[config.mk]
export PLATFORM = sky130hd
export DESIGN_NAME = desc_ring_seq
export DESIGN_NICKNAME = d
export VERILOG_FILES = /design/src/rtl/ring_seq_pkg.sv /design/src/rtl/ring_ptr.sv /design/src/rtl/ring_en_reg.sv /design/src/rtl/desc_ring_seq.sv
export SDC_FILE = /design/constraint.sdc
export NUM_CORES = 1
export LEC_CHECK = 0
export ABC_AREA = 1
export BUFFER_PORTS_ARGS = -buffer_cell sky130_fd_sc_hd__buf_2
export CORE_MARGIN = 2
export CORE_UTILIZATION = 47
export DETAILED_ROUTE_END_ITERATION = 8
export PLACE_DENSITY = 0.8
export SLEW_MARGIN = 30
export SYNTH_ARGS = -nofsm -noshare
export SYNTH_HDL_FRONTEND = slang
export SYNTH_SLANG_ARGS = --single-unit
export TNS_END_PERCENT = 1
[constraint.sdc]
create_clock -name clk -period 1.77 [get_ports clk]
set_input_delay 0.2655 -clock clk [delete_from_list [all_inputs] [get_ports clk]]
set_output_delay 0.2655 -clock clk [all_outputs]
set_load 0.005 [all_outputs]
[src/rtl/ring_seq_pkg.sv]
package ring_seq_pkg;

  typedef enum logic [2:0] {
    S_IDLE  = 3'd0,
    S_FETCH = 3'd1,
    S_START = 3'd2,
    S_WAIT  = 3'd3,
    S_WB    = 3'd4
  } seq_state_e;

  localparam logic [1:0] CAUSE_NONE    = 2'd0;
  localparam logic [1:0] CAUSE_INVALID = 2'd1;
  localparam logic [1:0] CAUSE_LAST    = 2'd2;
  localparam logic [1:0] CAUSE_HOST    = 2'd3;

  typedef struct packed {
    logic dst_rd;
    logic last;
    logic wrap;
    logic valid;
  } desc_flags_t;

  function automatic desc_flags_t decode_flags(input logic [3:0] low);
    desc_flags_t f;
    f.valid  = low[0];
    f.wrap   = low[1];
    f.last   = low[2];
    f.dst_rd = low[3];
    return f;
  endfunction

endpackage

[src/rtl/ring_ptr.sv]
module ring_ptr #(
  parameter int ADDR_W = 16,
  parameter int STRIDE = 16
) (
  input  logic              clk,
  input  logic              rst_n,
  input  logic              load,
  input  logic              step,
  input  logic              wrap,
  input  logic [ADDR_W-1:0] base,
  output logic [ADDR_W-1:0] cur
);

  function automatic logic [ADDR_W-1:0] next_slot(
    input logic [ADDR_W-1:0] a,
    input logic [ADDR_W-1:0] b,
    input logic              w
  );
    return w ? b : a + ADDR_W'(STRIDE);
  endfunction

  always_ff @(posedge clk or negedge rst_n) begin
    if (!rst_n)    cur <= '0;
    else if (load) cur <= base;
    else if (step) cur <= next_slot(cur, base, wrap);
  end

endmodule

[src/rtl/ring_en_reg.sv]
module ring_en_reg (
  input  logic clk,
  input  logic rst_n,
  input  logic host_wr,
  input  logic host_val,
  input  logic seq_clr,
  output logic en
);

  always_ff @(posedge clk or negedge rst_n) begin
    if (!rst_n)       en <= 1'b0;
    else if (host_wr) en <= host_val;
    else if (seq_clr) en <= 1'b0;
  end

endmodule

[src/rtl/desc_ring_seq.sv]
module desc_ring_seq
  import ring_seq_pkg::*;
#(
  parameter int ADDR_W     = 16,
  parameter int DATA_W     = 32,
  parameter int DESC_WORDS = 4
) (
  input  logic              clk,
  input  logic              rst_n,
  input  logic [ADDR_W-1:0] ring_base,
  input  logic              en_wr,
  input  logic              en_wdata,
  output logic              en_q,
  output logic              busy,
  output logic [1:0]        stop_cause,
  output logic              mem_req,
  output logic              mem_we,
  output logic [ADDR_W-1:0] mem_addr,
  output logic [DATA_W-1:0] mem_wdata,
  input  logic              mem_ack,
  input  logic [DATA_W-1:0] mem_rdata,
  output logic              eng_start,
  output logic [ADDR_W-1:0] eng_desc_addr,
  output logic              eng_dst_rd,
  input  logic              eng_done
);

  localparam int STRIDE = DESC_WORDS * (DATA_W / 8);

  seq_state_e        st_q, st_d;
  logic [DATA_W-1:0] word_q;
  logic [ADDR_W-1:0] cur_addr;
  desc_flags_t       fetch_fl, held_fl;

  // named internal events
  logic fetch_ack, wb_ack, inv_stop, last_stop, host_stop, launch, go_next;

  assign fetch_fl  = decode_flags(mem_rdata[3:0]);
  assign held_fl   = decode_flags(word_q[3:0]);
  assign fetch_ack = (st_q == S_FETCH) && mem_ack;
  assign wb_ack    = (st_q == S_WB) && mem_ack;
  assign inv_stop  = fetch_ack && !fetch_fl.valid;
  assign last_stop = wb_ack && held_fl.last;
  assign host_stop = wb_ack && !held_fl.last && !en_q;
  assign go_next   = wb_ack && !held_fl.last && en_q;
  assign launch    = (st_q == S_IDLE) && en_q;

  ring_ptr #(.ADDR_W(ADDR_W), .STRIDE(STRIDE)) u_ptr (
    .clk   (clk),
    .rst_n (rst_n),
    .load  (launch),
    .step  (go_next),
    .wrap  (held_fl.wrap),
    .base  (ring_base),
    .cur   (cur_addr)
  );

  ring_en_reg u_en (
    .clk      (clk),
    .rst_n    (rst_n),
    .host_wr  (en_wr),
    .host_val (en_wdata),
    .seq_clr  (inv_stop || last_stop),
    .en       (en_q)
  );

  always_comb begin
    st_d = st_q;
    unique case (st_q)
      S_IDLE:  if (launch) st_d = S_FETCH;
      S_FETCH: if (fetch_ack) st_d = fetch_fl.valid ? S_START : S_IDLE;
      S_START: st_d = S_WAIT;
      S_WAIT:  if (eng_done) st_d = S_WB;
      S_WB:    if (wb_ack) st_d = go_next ? S_FETCH : S_IDLE;
      default: st_d = S_IDLE;
    endcase
  end

  always_ff @(posedge clk or negedge rst_n) begin
    if (!rst_n) begin
      st_q       <= S_IDLE;
      word_q     <= '0;
      stop_cause <= CAUSE_NONE;
    end else begin
      st_q <= st_d;
      if (fetch_ack) word_q <= mem_rdata;
      if (launch)         stop_cause <= CAUSE_NONE;
      else if (inv_stop)  stop_cause <= CAUSE_INVALID;
      else if (last_stop) stop_cause <= CAUSE_LAST;
      else if (host_stop) stop_cause <= CAUSE_HOST;
    end
  end

  assign busy          = (st_q != S_IDLE);
  assign mem_req       = (st_q == S_FETCH) || (st_q == S_WB);
  assign mem_we        = (st_q == S_WB);
  assign mem_addr      = cur_addr;
  assign mem_wdata     = {word_q[DATA_W-1:1], 1'b0};
  assign eng_start     = (st_q == S_START);
  assign eng_desc_addr = cur_addr;
  assign eng_dst_rd    = held_fl.dst_rd;

  p_inv_disables_r1: assert property (@(posedge clk) disable iff (!rst_n)
    (inv_stop && !en_wr) |=> (!en_q && !busy && stop_cause == CAUSE_INVALID));

  p_wb_clears_valid_r2: assert property (@(posedge clk) disable iff (!rst_n)
    (mem_req && mem_we) |-> !mem_wdata[0]);

  p_start_single_r3: assert property (@(posedge clk) disable iff (!rst_n)
    eng_start |=> !eng_start);

  p_last_stops_r4: assert property (@(posedge clk) disable iff (!rst_n)
    (last_stop && !en_wr) |=> (!en_q && stop_cause == CAUSE_LAST));

  p_wb_after_done_r5: assert property (@(posedge clk) disable iff (!rst_n)
    (st_q == S_WAIT && eng_done) |=> (mem_req && mem_we));

  p_host_stop_r8: assert property (@(posedge clk) disable iff (!rst_n)
    host_stop |=> (!mem_req && stop_cause == CAUSE_HOST));

  p_req_hold_r9: assert property (@(posedge clk) disable iff (!rst_n)
    (mem_req && !mem_ack) |=> (mem_req && $stable(mem_addr) && $stable(mem_we)
                               && $stable(mem_wdata)));

endmodule

==> results.cfg <==
[outcome]
status = finished clean

[sta]
fmax_ghz = 0.645
fin_tns_setup_ns = 0
period_minus_slack_ns = 1.55
setup_viol = 0
rsz0062_at_grt = no
final-max-slew-violation-count = 0
fin_crit_sh_pct = 87.7
finalHoldViolCount = 0
fin_skew_ns = 0.00376

[floorplanning]
die_x_um = 81.5
start_util_pct = 48.2
rows = 28
chipHeight_um = 81.5
dieArea_um2 = 6640
core_um2 = 5850
io_pins = 126

[synthesis]
ys_ff_latch = 53
synth_area_leaders = dfrtp_1 (47%), nand2_1 (23%), buf_4 (5.3%)
yosysMostFrequentCell = nand2_1
syn_area_um2 = 2820
postSynthAreaPerCell_um2 = 7.66
synth_edf_count = 0
synth_area_leader_cell = dfrtp_1
netlist_instances = 368
ys.warnings.count = 0
yosysSeqAreaShare_pct = 47.0
post_synth_num_cell_types = 29
synth.top_cells.by_count = nand2_1 (175), dfrtp_1 (53), nand3_1 (30)
synth_nets = 423
synth_top_area_share_pct = 47.0
yosys_most_used_dff = dfrtp_1
async_reset_ff_share_pct = 100

[drt]
vias_per_cell = 4.89
vias = 2699
firstDrtPassIters = 4
wl_per_cell_um = 11.9
drt_wl_total_um = 6550
drt-initial-drc-count = 132
drc = 0
drtAntennaViolNets = 0

[pwr]
powerDensity_nw_per_um2 = 1570
leakagePower_nw = 2.05
finalPower_mw = 5.41
ir_worst_vdd_mv = 0.678

[grt]
antenna_found_initial = 0
grt_pass1_wl_um = 10300
grt_pass1_vias = 2385
grt_overflow = 0
track_usage_pct = 19.8
grt_max_degree = 54

[hold_path]
hold_class = input pin to flop

[layout]
regArea_um2 = 1330
final_core_util_pct = 58.8
final.fill_count = 555
areaGrowthSynthToFinish_pct = 21.9
final_net_count = 531
drive_gt1_share_pct = 31.4
multi_input_area_um2 = 1120
design_area_um2 = 3440
n_antenna_cell = 0

[placed_design]
port_buffers = 124
gp_congestion = 0.856
post_dp_cell_area_um2 = 3340
hpwl_um = 4850

[clock_network]
clkTransAtPathRegs_ns = 0.10
h-tree-depth = 2
cts_made_buffers = 5
clock_path_buffers = 2
cts_tree = built
clkLatencyLatePin_ns = 0.30
postCtsSetupRepairBufs = 0
cts-root-buf = clkbuf_8
cts.sinks = 53

[run]
drv_cap = 0

[setup_path]
critPathMaxFanout = 6
end_kind = flop
cp.arrival_ns = 1.75
reg2reg_slack_ns = 0.22
worstSetupStartpointType = flop
critPathRequiredTime_ns = 1.97
worstSetupPathType = flop to flop
==> state kept, by name (all words and copies together), names as in the netlist <==
| register | flops |
|---|---|
| stop_cause | 2 |
| st_q | 3 |
| u_ptr.cur | 16 |
| u_en.en | 1 |
| word_q | 31 |
==> timing repair <==
action / in CTS / in global routing
hold buffers: 1 / 0
resized for setup: 0 / 0
hold endpoints to repair: 53 / 0
==> critical path: stages (launching register included) <==
cell     delay (ns)
dfrtp_1        0.46
ha_1           0.22
nand2_1        0.11
nor2_1         0.30
nand2_1        0.10
nand2_1        0.08
nand3_1        0.07
nand2_1        0.08
nand2_1        0.05
==> report_power, final <==
| group | internal (mW) | leakage [nW] | switching, mW | total [mW] |
|---|---|---|---|---|
| clock | 0.283 | 0.0456 | 0.393 | 0.676 |
| combinational | 1.09 | 1.35 | 1.42 | 2.50 |
| sequential | 1.75 | 0.663 | 0.473 | 2.23 |
==> layout make-up <==
cell class	count	area share (%)
clock buffer	6	2.11
clock inverter	2	0.400
inverter	31	3.46
multi-input combinational	254	32.7
sequential	53	38.6
tap	75	2.73
timing repair buffer	131	20.0
==> kinds of logic after synthesis <==
family	after synthesis	share of synthesized area (%)
other	1	0.133
AND/OR/NAND/NOR	232	35.2
adder cells (fa/ha/maj)	1	0.444
XOR/XNOR	2	0.621
flip-flops	53	47.0
AO/OA/AOI/OAI	18	3.51
buffers and inverters	61	13.1
==> worst paths after layout <==
| path | start | endpoint | cells after the start |
|---|---|---|---|
| worst min-delay path | mem_rdata[26] | word_q[26] | 3 |
| worst max register to register | u_ptr.cur[4] | u_ptr.cur[14] | 8 |
| worst min register to register | word_q[21] | word_q[21] | 2 |
| max in group asynchronous | rst_n | word_q[27] | 3 |
| min in group asynchronous | rst_n | u_ptr.cur[14] | 3 |
| worst max-delay path | u_ptr.cur[4] | u_ptr.cur[14] | 8 |
==> through the flow <==
| stage | setup slack, ns | std cells | hold slack [ns] |
|---|---|---|---|
| floorplan | 0.473 | 368 | -0.0301 |
| global placement | 0.289 | 543 | 0.285 |
| detailed placement | 0.242 | 543 | 0.283 |
| CTS | 0.223 | 552 | 0.149 |
| global route | 0.0718 | 552 | 0.155 |
| finish | 0.218 | 552 | 0.161 |
==> metal layers <==
layer,global-route usage [%],vias to the layer above,routed length (um)
li1,-,1338,-
met1,25.0,1249,2820
met2,34.2,110,3190
met3,4.51,2,516
met4,4.92,0,29
met5,0,-,0
==> cell usage in the layout, fill, tap and decap left out, types with 2 or more instances in the layout <==
| master | n |
|---|---|
| a21oi_1 | 2 |
| a22oi_1 | 2 |
| buf_2 | 124 |
| buf_4 | 5 |
| clkbuf_8 | 5 |
| dfrtp_1 | 53 |
| inv_1 | 27 |
| inv_2 | 3 |
| nand2_1 | 175 |
| nand2_4 | 2 |
| nand3_1 | 30 |
| nand3_2 | 2 |
| nand3b_1 | 3 |
| nand4_1 | 4 |
| nor2_1 | 8 |
| nor2_2 | 2 |
| nor3_1 | 3 |
| o21ai_0 | 10 |
| o21ai_1 | 2 |
Power figures use the tool's default switching activity.
